$ cat src/rtl/idle_gate_pkg.sv
package idle_gate_pkg;
  localparam logic SEL_PERIPH = 1'b0;
  localparam logic SEL_MASTER = 1'b1;
endpackage

$ cat src/rtl/idle_gate_ctlreg.sv
module idle_gate_ctlreg #(
  parameter int NB = 14
) (
  input  logic          clk,
  input  logic          rst,
  input  logic          wr,
  input  logic [NB-1:0] wdata,
  output logic [NB-1:0] q,
  output logic [NB-1:0] clr
);
  always_ff @(posedge clk) begin
    if (rst)     q <= '0;
    else if (wr) q <= wdata;
  end

  // bits written as zero request an immediate wake of their module
  assign clr = wr ? ~wdata : '0;
endmodule

$ cat src/rtl/idle_gate_slot.sv
module idle_gate_slot (
  input  logic clk,
  input  logic rst,
  input  logic ctl,
  input  logic clr,
  input  logic strobe,
  input  logic dom_idle,
  input  logic ack,
  output logic stat
);
  logic pend;

  always_ff @(posedge clk) begin
    if (rst) begin
      stat <= 1'b0;
      pend <= 1'b0;
    end else if (strobe && !dom_idle) begin
      // domain awake at the strobe: wake, ignore own control bit
      stat <= 1'b0;
      pend <= 1'b0;
    end else if (clr) begin
      stat <= 1'b0;
      pend <= 1'b0;
    end else if (strobe) begin
      if (!ctl) begin
        stat <= 1'b0;
        pend <= 1'b0;
      end else if (!stat) begin
        pend <= 1'b1;
      end
    end else if (pend && ack) begin
      stat <= 1'b1;
      pend <= 1'b0;
    end
  end
endmodule

$ cat src/rtl/idle_gate_master.sv
module idle_gate_master #(
  parameter int NM = 2
) (
  input  logic          clk,
  input  logic          rst,
  input  logic          dom_idle,
  input  logic [NM-1:0] ctl,
  input  logic [NM-1:0] clr,
  output logic [NM-1:0] stat
);
  logic dom_q;
  logic dom_rise, dom_fall;

  assign dom_rise = dom_idle & ~dom_q;
  assign dom_fall = ~dom_idle & dom_q;

  always_ff @(posedge clk) begin
    if (rst) dom_q <= 1'b0;
    else     dom_q <= dom_idle;
  end

  for (genvar m = 0; m < NM; m++) begin : g_mast
    always_ff @(posedge clk) begin
      if (rst)                  stat[m] <= 1'b0;
      else if (dom_fall)        stat[m] <= 1'b0;
      else if (clr[m])          stat[m] <= 1'b0;
      else if (dom_rise)        stat[m] <= ctl[m];
    end
  end
endmodule

$ cat src/rtl/idle_gate_unit.sv
module idle_gate_unit
  import idle_gate_pkg::*;
#(
  parameter int NSLOT = 14,
  parameter int NMAST = 2,
  parameter int RW    = 16
) (
  input  logic             clk,
  input  logic             rst,
  input  logic             wr_en,
  input  logic             wr_sel,
  input  logic [RW-1:0]    wr_data,
  input  logic             idle_strobe,
  input  logic             pdom_idle,
  input  logic             mdom_idle,
  input  logic [NSLOT-1:0] slot_ack,
  output logic [RW-1:0]    periph_ctl,
  output logic [RW-1:0]    periph_stat,
  output logic [RW-1:0]    mast_ctl,
  output logic [RW-1:0]    mast_stat
);
  localparam int PPAD = RW - NSLOT;
  localparam int MPAD = RW - NMAST;

  logic [NSLOT-1:0] pctl_q, pclr, pstat_q;
  logic [NMAST-1:0] mctl_q, mclr, mstat_q;
  logic             unused_hi;

  assign unused_hi = ^wr_data[RW-1:NSLOT];

  idle_gate_ctlreg #(.NB(NSLOT)) u_pctl (
    .clk(clk), .rst(rst),
    .wr(wr_en && (wr_sel == SEL_PERIPH)),
    .wdata(wr_data[NSLOT-1:0]),
    .q(pctl_q), .clr(pclr)
  );

  idle_gate_ctlreg #(.NB(NMAST)) u_mctl (
    .clk(clk), .rst(rst),
    .wr(wr_en && (wr_sel == SEL_MASTER)),
    .wdata(wr_data[NMAST-1:0]),
    .q(mctl_q), .clr(mclr)
  );

  for (genvar s = 0; s < NSLOT; s++) begin : g_slot
    idle_gate_slot u_slot (
      .clk(clk), .rst(rst),
      .ctl(pctl_q[s]), .clr(pclr[s]),
      .strobe(idle_strobe), .dom_idle(pdom_idle),
      .ack(slot_ack[s]), .stat(pstat_q[s])
    );
  end

  idle_gate_master #(.NM(NMAST)) u_mast (
    .clk(clk), .rst(rst), .dom_idle(mdom_idle),
    .ctl(mctl_q), .clr(mclr), .stat(mstat_q)
  );

  assign periph_ctl  = {{PPAD{1'b0}}, pctl_q};
  assign periph_stat = {{PPAD{1'b0}}, pstat_q};
  assign mast_ctl    = {{MPAD{1'b0}}, mctl_q};
  assign mast_stat   = {{MPAD{1'b0}}, mstat_q};
endmodule

$ cat config.mk
export PLATFORM = sky130hd
export DESIGN_NAME = idle_gate_unit
export DESIGN_NICKNAME = d
export VERILOG_FILES = /design/src/rtl/idle_gate_pkg.sv /design/src/rtl/idle_gate_ctlreg.sv /design/src/rtl/idle_gate_slot.sv /design/src/rtl/idle_gate_master.sv /design/src/rtl/idle_gate_unit.sv
export SDC_FILE = /design/constraint.sdc
export NUM_CORES = 1
export LEC_CHECK = 0
export BUFFER_PORTS_ARGS = -buffer_cell sky130_fd_sc_hd__clkbuf_2
export CAP_MARGIN = 20
export CORE_MARGIN = 4
export CORE_UTILIZATION = 54
export DETAILED_ROUTE_END_ITERATION = 10
export GPL_TIMING_DRIVEN = 0
export PLACE_DENSITY_LB_ADDON = 0.15
export SYNTH_ARGS = -nofsm -noshare
export SYNTH_HDL_FRONTEND = slang
export SYNTH_HIERARCHICAL = 1
export SYNTH_SLANG_ARGS = --single-unit
export TNS_END_PERCENT = 20
$ cat constraint.sdc
create_clock -name clk -period 2 [get_ports clk]
set_clock_uncertainty 0.1 [all_clocks]
set_input_delay 0 -clock clk [delete_from_list [all_inputs] [get_ports clk]]
set_output_delay 0 -clock clk [all_outputs]
set_load 0.05 [all_outputs]
## Word-level counts from Yosys, hierarchy flattened

Index checks and enable logic that the tools add are counted.

- Bits in registers: 47
- Output and inout port bits: 64
- Word-level logic and storage cells: 244

- Equal/unequal tests: 28
- Mux-type cells: 100
- Bitwise logic cells: 7
- Reduce and logical (&&, ||, !) cells: 76

Operators by type and width:

| cell | number |
|---|---|
| 1-bit 2-to-1 mux | 98 |
| 2-bit AND reduction | 28 |
| 3-bit OR reduction | 16 |
| 3-bit inequality test, second input constant | 14 |
| 2-bit inequality test, second input constant | 14 |
| 2-bit nonzero test | 14 |
| 1-bit logical AND | 17 |
| 14-bit 2-to-1 mux | 1 |
| 14-bit inverter | 1 |
| 1-bit inverter | 3 |
| 1-bit AND | 2 |
| 2-bit 2-to-1 mux | 1 |
| 2-bit inverter | 1 |
| 1-bit zero test | 1 |

## Longest topological paths before layout

- Depth in word-level cells: 4
- Gate-level depth with buffers: 6
- Gate-level depth less buffers: 4

## Cells and area by module

Netlist, hierarchy kept.

Modules (own cells, without submodules):

| module | times used | cells each | area each (µm²) | seq. area each (µm²) |
|---|---|---|---|---|
| idle_gate_slot | 14 | 13 | 123.9 | 40.0 |
| idle_gate_ctlreg at u_pctl | 1 | 60 | 601.8 | 280.3 |
| idle_gate_unit | 1 | 35 | 260.2 | 0.0 |
| idle_gate_master | 1 | 11 | 121.4 | 60.1 |
| idle_gate_ctlreg at u_mctl | 1 | 8 | 80.1 | 40.0 |

## Worst setup path after synthesis

Ideal clock, no wire load.

- Path type: flip-flop to flip-flop
- Start: reg u_pctl.q[0]
- End: reg g_slot[0].u_slot.pend
- Library setup time: 0.066 ns
- Arrival: 1.054 ns
- Required time: 1.834 ns
- Slack: 0.781 ns
- Stages on the path, launching flop included: 4
- Path buffers: 0
- Period minus slack after synthesis: 1.219 ns
- Path through: dfxtp_1 and2_4 nand2b_4 a21boi_2

- Cells in the longest elaborated chain, start to end: 2

Ends and longest elaborated chain:

| item | RTL line | text |
|---|---|---|
| from (decl) | idle_gate_ctlreg.sv:8 | `output logic [NB-1:0] q,` |
| from (signal assigned) | idle_gate_ctlreg.sv:13 | `else if (wr) q <= wdata;` |
| 3-bit inequality test (no line) or 1-bit 2-to-1 mux (tied branches) | - |  |
| 2-bit AND reduction (no line) or 1-bit 2-to-1 mux (tied branches) | - |  |
| to (signal assigned) | idle_gate_slot.sv:16 | `pend <= 1'b0;` |
| to (signal assigned) | idle_gate_slot.sv:20 | `pend <= 1'b0;` |
| to (signal assigned) | idle_gate_slot.sv:23 | `pend <= 1'b0;` |
| to (decl) | idle_gate_slot.sv:11 | `logic pend;` |

Parallel ways exist; a longest one is shown, timed or not.
A chain may end at the register's enable or synchronous reset.

## Worst setup path in the final report

- Start: reg u_pctl.q[2]
- End: out periph_ctl[2]

RTL lines:

| item | RTL line | text |
|---|---|---|
| to (decl) | idle_gate_unit.sv:17 | `output logic [RW-1:0] periph_ctl,` |

No word-level cell between the ends.

==> flow_metrics.env <==
export IMPL_path_clk_slew_ps=80
export IMPL_setup_ws_ps=890
export IMPL_maxSlewHeadroom_pct=51.8
export IMPL_yosys_top_cells_area="dfxtp_1 34%, buf_4 8.6%, nand2b_4 6.9%"
export IMPL_cp_num_buf_inv=1
export IMPL_post_cts_setup_buffer_count=0
export IMPL_slowest_stage="dfxtp_1"
export IMPL_core_mm2=0.00488
export IMPL_multi_input_area_mm2=0.00159
export IMPL_post_dp_cell_area_mm2=0.00335
export IMPL_drt_wirelength_per_cell_um=12.4
export IMPL_max_freq_mhz=901
export IMPL_die_h_um=80.0
export IMPL_first_global_vias=2200
export IMPL_final_cell_mix="66 x clkbuf_2, 47 x dfxtp_1, 32 x buf_4, 32 x conb_1, 32 x nor2_1"
export IMPL_min_delay_path_depth=4
export IMPL_viasPerCell=4.66
export IMPL_worstSetupStartpointType="flip-flop"
export IMPL_htree_levels=2
export IMPL_end_kind="primary output"
export IMPL_holdPathEnd="u_mctl/q[1]$_SDFFE_PP0P_"
export IMPL_die_area_mm2=0.00640
export IMPL_rrSetupSlack_ps=1050
export IMPL_n_antenna_cell=0
export IMPL_ant_nets=0
export IMPL_slowest_delay_ps=400
export IMPL_min_period_ps=1110
export IMPL_root_buffer="clkbuf_8"
export IMPL_cap_violations=0
export IMPL_finalWeightedCongestion=0.736
export IMPL_critPathKind="flip-flop to primary output"
export IMPL_arrival_ps=1010
export IMPL_setup_tns_ps=0
export IMPL_ys_types=24
export IMPL_setup_viol=0
export IMPL_worstMarginPinSlew_ps=722
export IMPL_cts_sinks=47
export IMPL_cts_buffer_depth=2
export IMPL_area_growth_pct=34.3
export IMPL_initial_core_util_pct=57.3
export IMPL_dp_hpwl_um=4430
export IMPL_n_fill_cell=383
export IMPL_cp_max_fo=4
export IMPL_p_leak_nw=1.68
export IMPL_path_delay_family="flip-flops"
export IMPL_worstPathCellList="clkbuf_2"
export IMPL_syn_area_per_cell_um2=9.45
export IMPL_required_ps=1900
export IMPL_antenna_found_initial=0
export IMPL_synth_top_area_cell="dfxtp_1"
export IMPL_cts_resized=0
export IMPL_powerDensity_mw_per_mm2=603
export IMPL_ios=101
export IMPL_vdd_ir_drop_max_v=0.000492
export IMPL_worstHoldStart="wr_en"
export IMPL_seq_area_frac_synth_pct=33.6
export IMPL_ys_warn_count=6
export IMPL_drtIter0Drc=92
export IMPL_rr_worst_depth=2
export IMPL_regToRegEndpoint="u_mast/stat[0]$_SDFFE_PP0P_"
export IMPL_grt_overflow_total=0
export IMPL_grt_max_degree=45
export IMPL_hold_class="input port to flip-flop"
export IMPL_hold_viol=0
export IMPL_rsz0062_at_grt="false"
export IMPL_ys_ff_latch=47
export IMPL_grtUsageTotal_pct=19.6
export IMPL_final_cell_area_mm2=0.00376
export IMPL_fin_nets=467
export IMPL_num_rows=25
export IMPL_slew_violations=0
export IMPL_seqCellArea_um2=941
export IMPL_final_common_cell="clkbuf_2"
export IMPL_cts_tree="built"
export IMPL_route_detailed_drc=0
export IMPL_grt_pass1_wl_um=9870
export IMPL_r2r_start="u_mast/dom_q$_SDFF_PP0_"
export IMPL_drt_wl_total_um=6190
export IMPL_dp_slack_ps=607
export IMPL_cts_buffers=5
export IMPL_timing_final_crit_share_pct=55.5
export IMPL_status="finished, final reports clean"
export IMPL_die_w_um=80.0
export IMPL_final_layout_size_suffix_gt1_share_pct=42.7
export IMPL_place_port_buffers=66
export IMPL_drt_first_pass_iters=4
export IMPL_clock_latency_ps=290
export IMPL_synth_top_area_share_pct=33.6
export IMPL_via_count=2321
export IMPL_syn_inst=296
export IMPL_synth_cell_area_mm2=0.00280
[routing by layer]
layer / part of all wire [%] / global-route usage (%)
met2: 53 / 37.6
met5: 0 / 0
met4: 0.44 / 5.07
met3: 6.0 / 4.29
met1: 41 / 21.3
[worst register-to-register path: cells and delay by family, from the launching register on]
kind	cells	cell delay [ps]
AO/OA/AOI/OAI	1	160
flip-flops	1	340
AND/OR/NAND/NOR	1	310
[stage by stage]
| step | hold WS (ps) | std cells | power, W | util, % |
|---|---|---|---|---|
| final | 58.2 | 498 | 0.00226 | 77.0 |
| after global routing | 87.0 | 498 | 0.00236 | 77.0 |
| after CTS | 47.7 | 498 | 0.00228 | 77.0 |
| after detailed placement | 161 | 461 | 0.00151 | 68.6 |
| after global placement | 151 | 460 | 0.00150 | 68.2 |
| after floorplan | -28.4 | 327 | 0.00139 | - |
[timing repair]
action	in CTS	in global routing
setup endpoints to repair	0	0
hold buffers	29	0
endpoints found under the hold margin	45	0
[worst max-delay path by stage]
stage,start,end,cells after the start
6_report,u_pctl/q[2]$_SDFFE_PP0P_,periph_ctl[2],1
5_1_grt,wr_sel,g_slot[7].u_slot/pend$_SDFFE_PP0P_,7
4_1_cts,u_pctl/q[2]$_SDFFE_PP0P_,periph_ctl[2],1
3_5_place_dp,wr_sel,g_slot[7].u_slot/pend$_SDFFE_PP0P_,7
3_3_place_gp,idle_strobe,g_slot[11].u_slot/pend$_SDFFE_PP0P_,4
2_1_floorplan,u_pctl/q[0]$_SDFFE_PP0P_,g_slot[0].u_slot/pend$_SDFFE_PP0P_,3
[power breakdown]
group	leakage [nW]	total, W	internal (W)	switching [W]
Sequential	0.381	0.000979	0.000958	0.0000214
Combinational	1.24	0.000564	0.000212	0.000351
Clock	0.0612	0.000721	0.000405	0.000316
Total	1.68	0.00226	0.00157	0.000688
[sequential cells by signal, indices dropped and copies added, names as in the netlist]
signal	flops
g_slot.u_slot/pend	14
g_slot.u_slot/stat	14
u_mast/dom_q	1
u_mast/stat	2
u_mctl/q	2
u_pctl/q	14
[layout make-up]
| cell class | count | share of cell area (%) |
|---|---|---|
| timing repair buffer | 96 | 17.1 |
| clock inverter | 2 | 0.933 |
| multi-input combinational | 216 | 42.2 |
| inverter | 28 | 2.80 |
| sequential | 47 | 25.0 |
| tap | 67 | 2.23 |
| clock buffer | 6 | 2.20 |
| buffer | 36 | 7.50 |
[cells in the mapped netlist]
master / n
a21boi_1: 14
a211oi_2: 14
nor4b_1: 2
a32o_1: 1
nand3_1: 14
buf_4: 32
a32o_2: 1
nor2b_1: 17
conb_1: 1
and2b_2: 1
nand2b_4: 14
buf_6: 1
o21ai_1: 14
a21boi_2: 14
mux2i_1: 16
buf_2: 2
nor2_1: 32
and2_4: 14
and2_2: 1
inv_1: 28
dfxtp_1: 47
xnor2_1: 1
o21ai_2: 14
buf_12: 1
[cells by family after synthesis]
family	count (synthesis)	synth area share (%)
other	1	0.134
buffers and inverters	64	13.8
flip-flops	47	33.6
multiplexers	16	5.72
AND/OR/NAND/NOR	95	23.1
AO/OA/AOI/OAI	72	23.3
XOR/XNOR	1	0.313
Power figures use the tool's default switching activity.
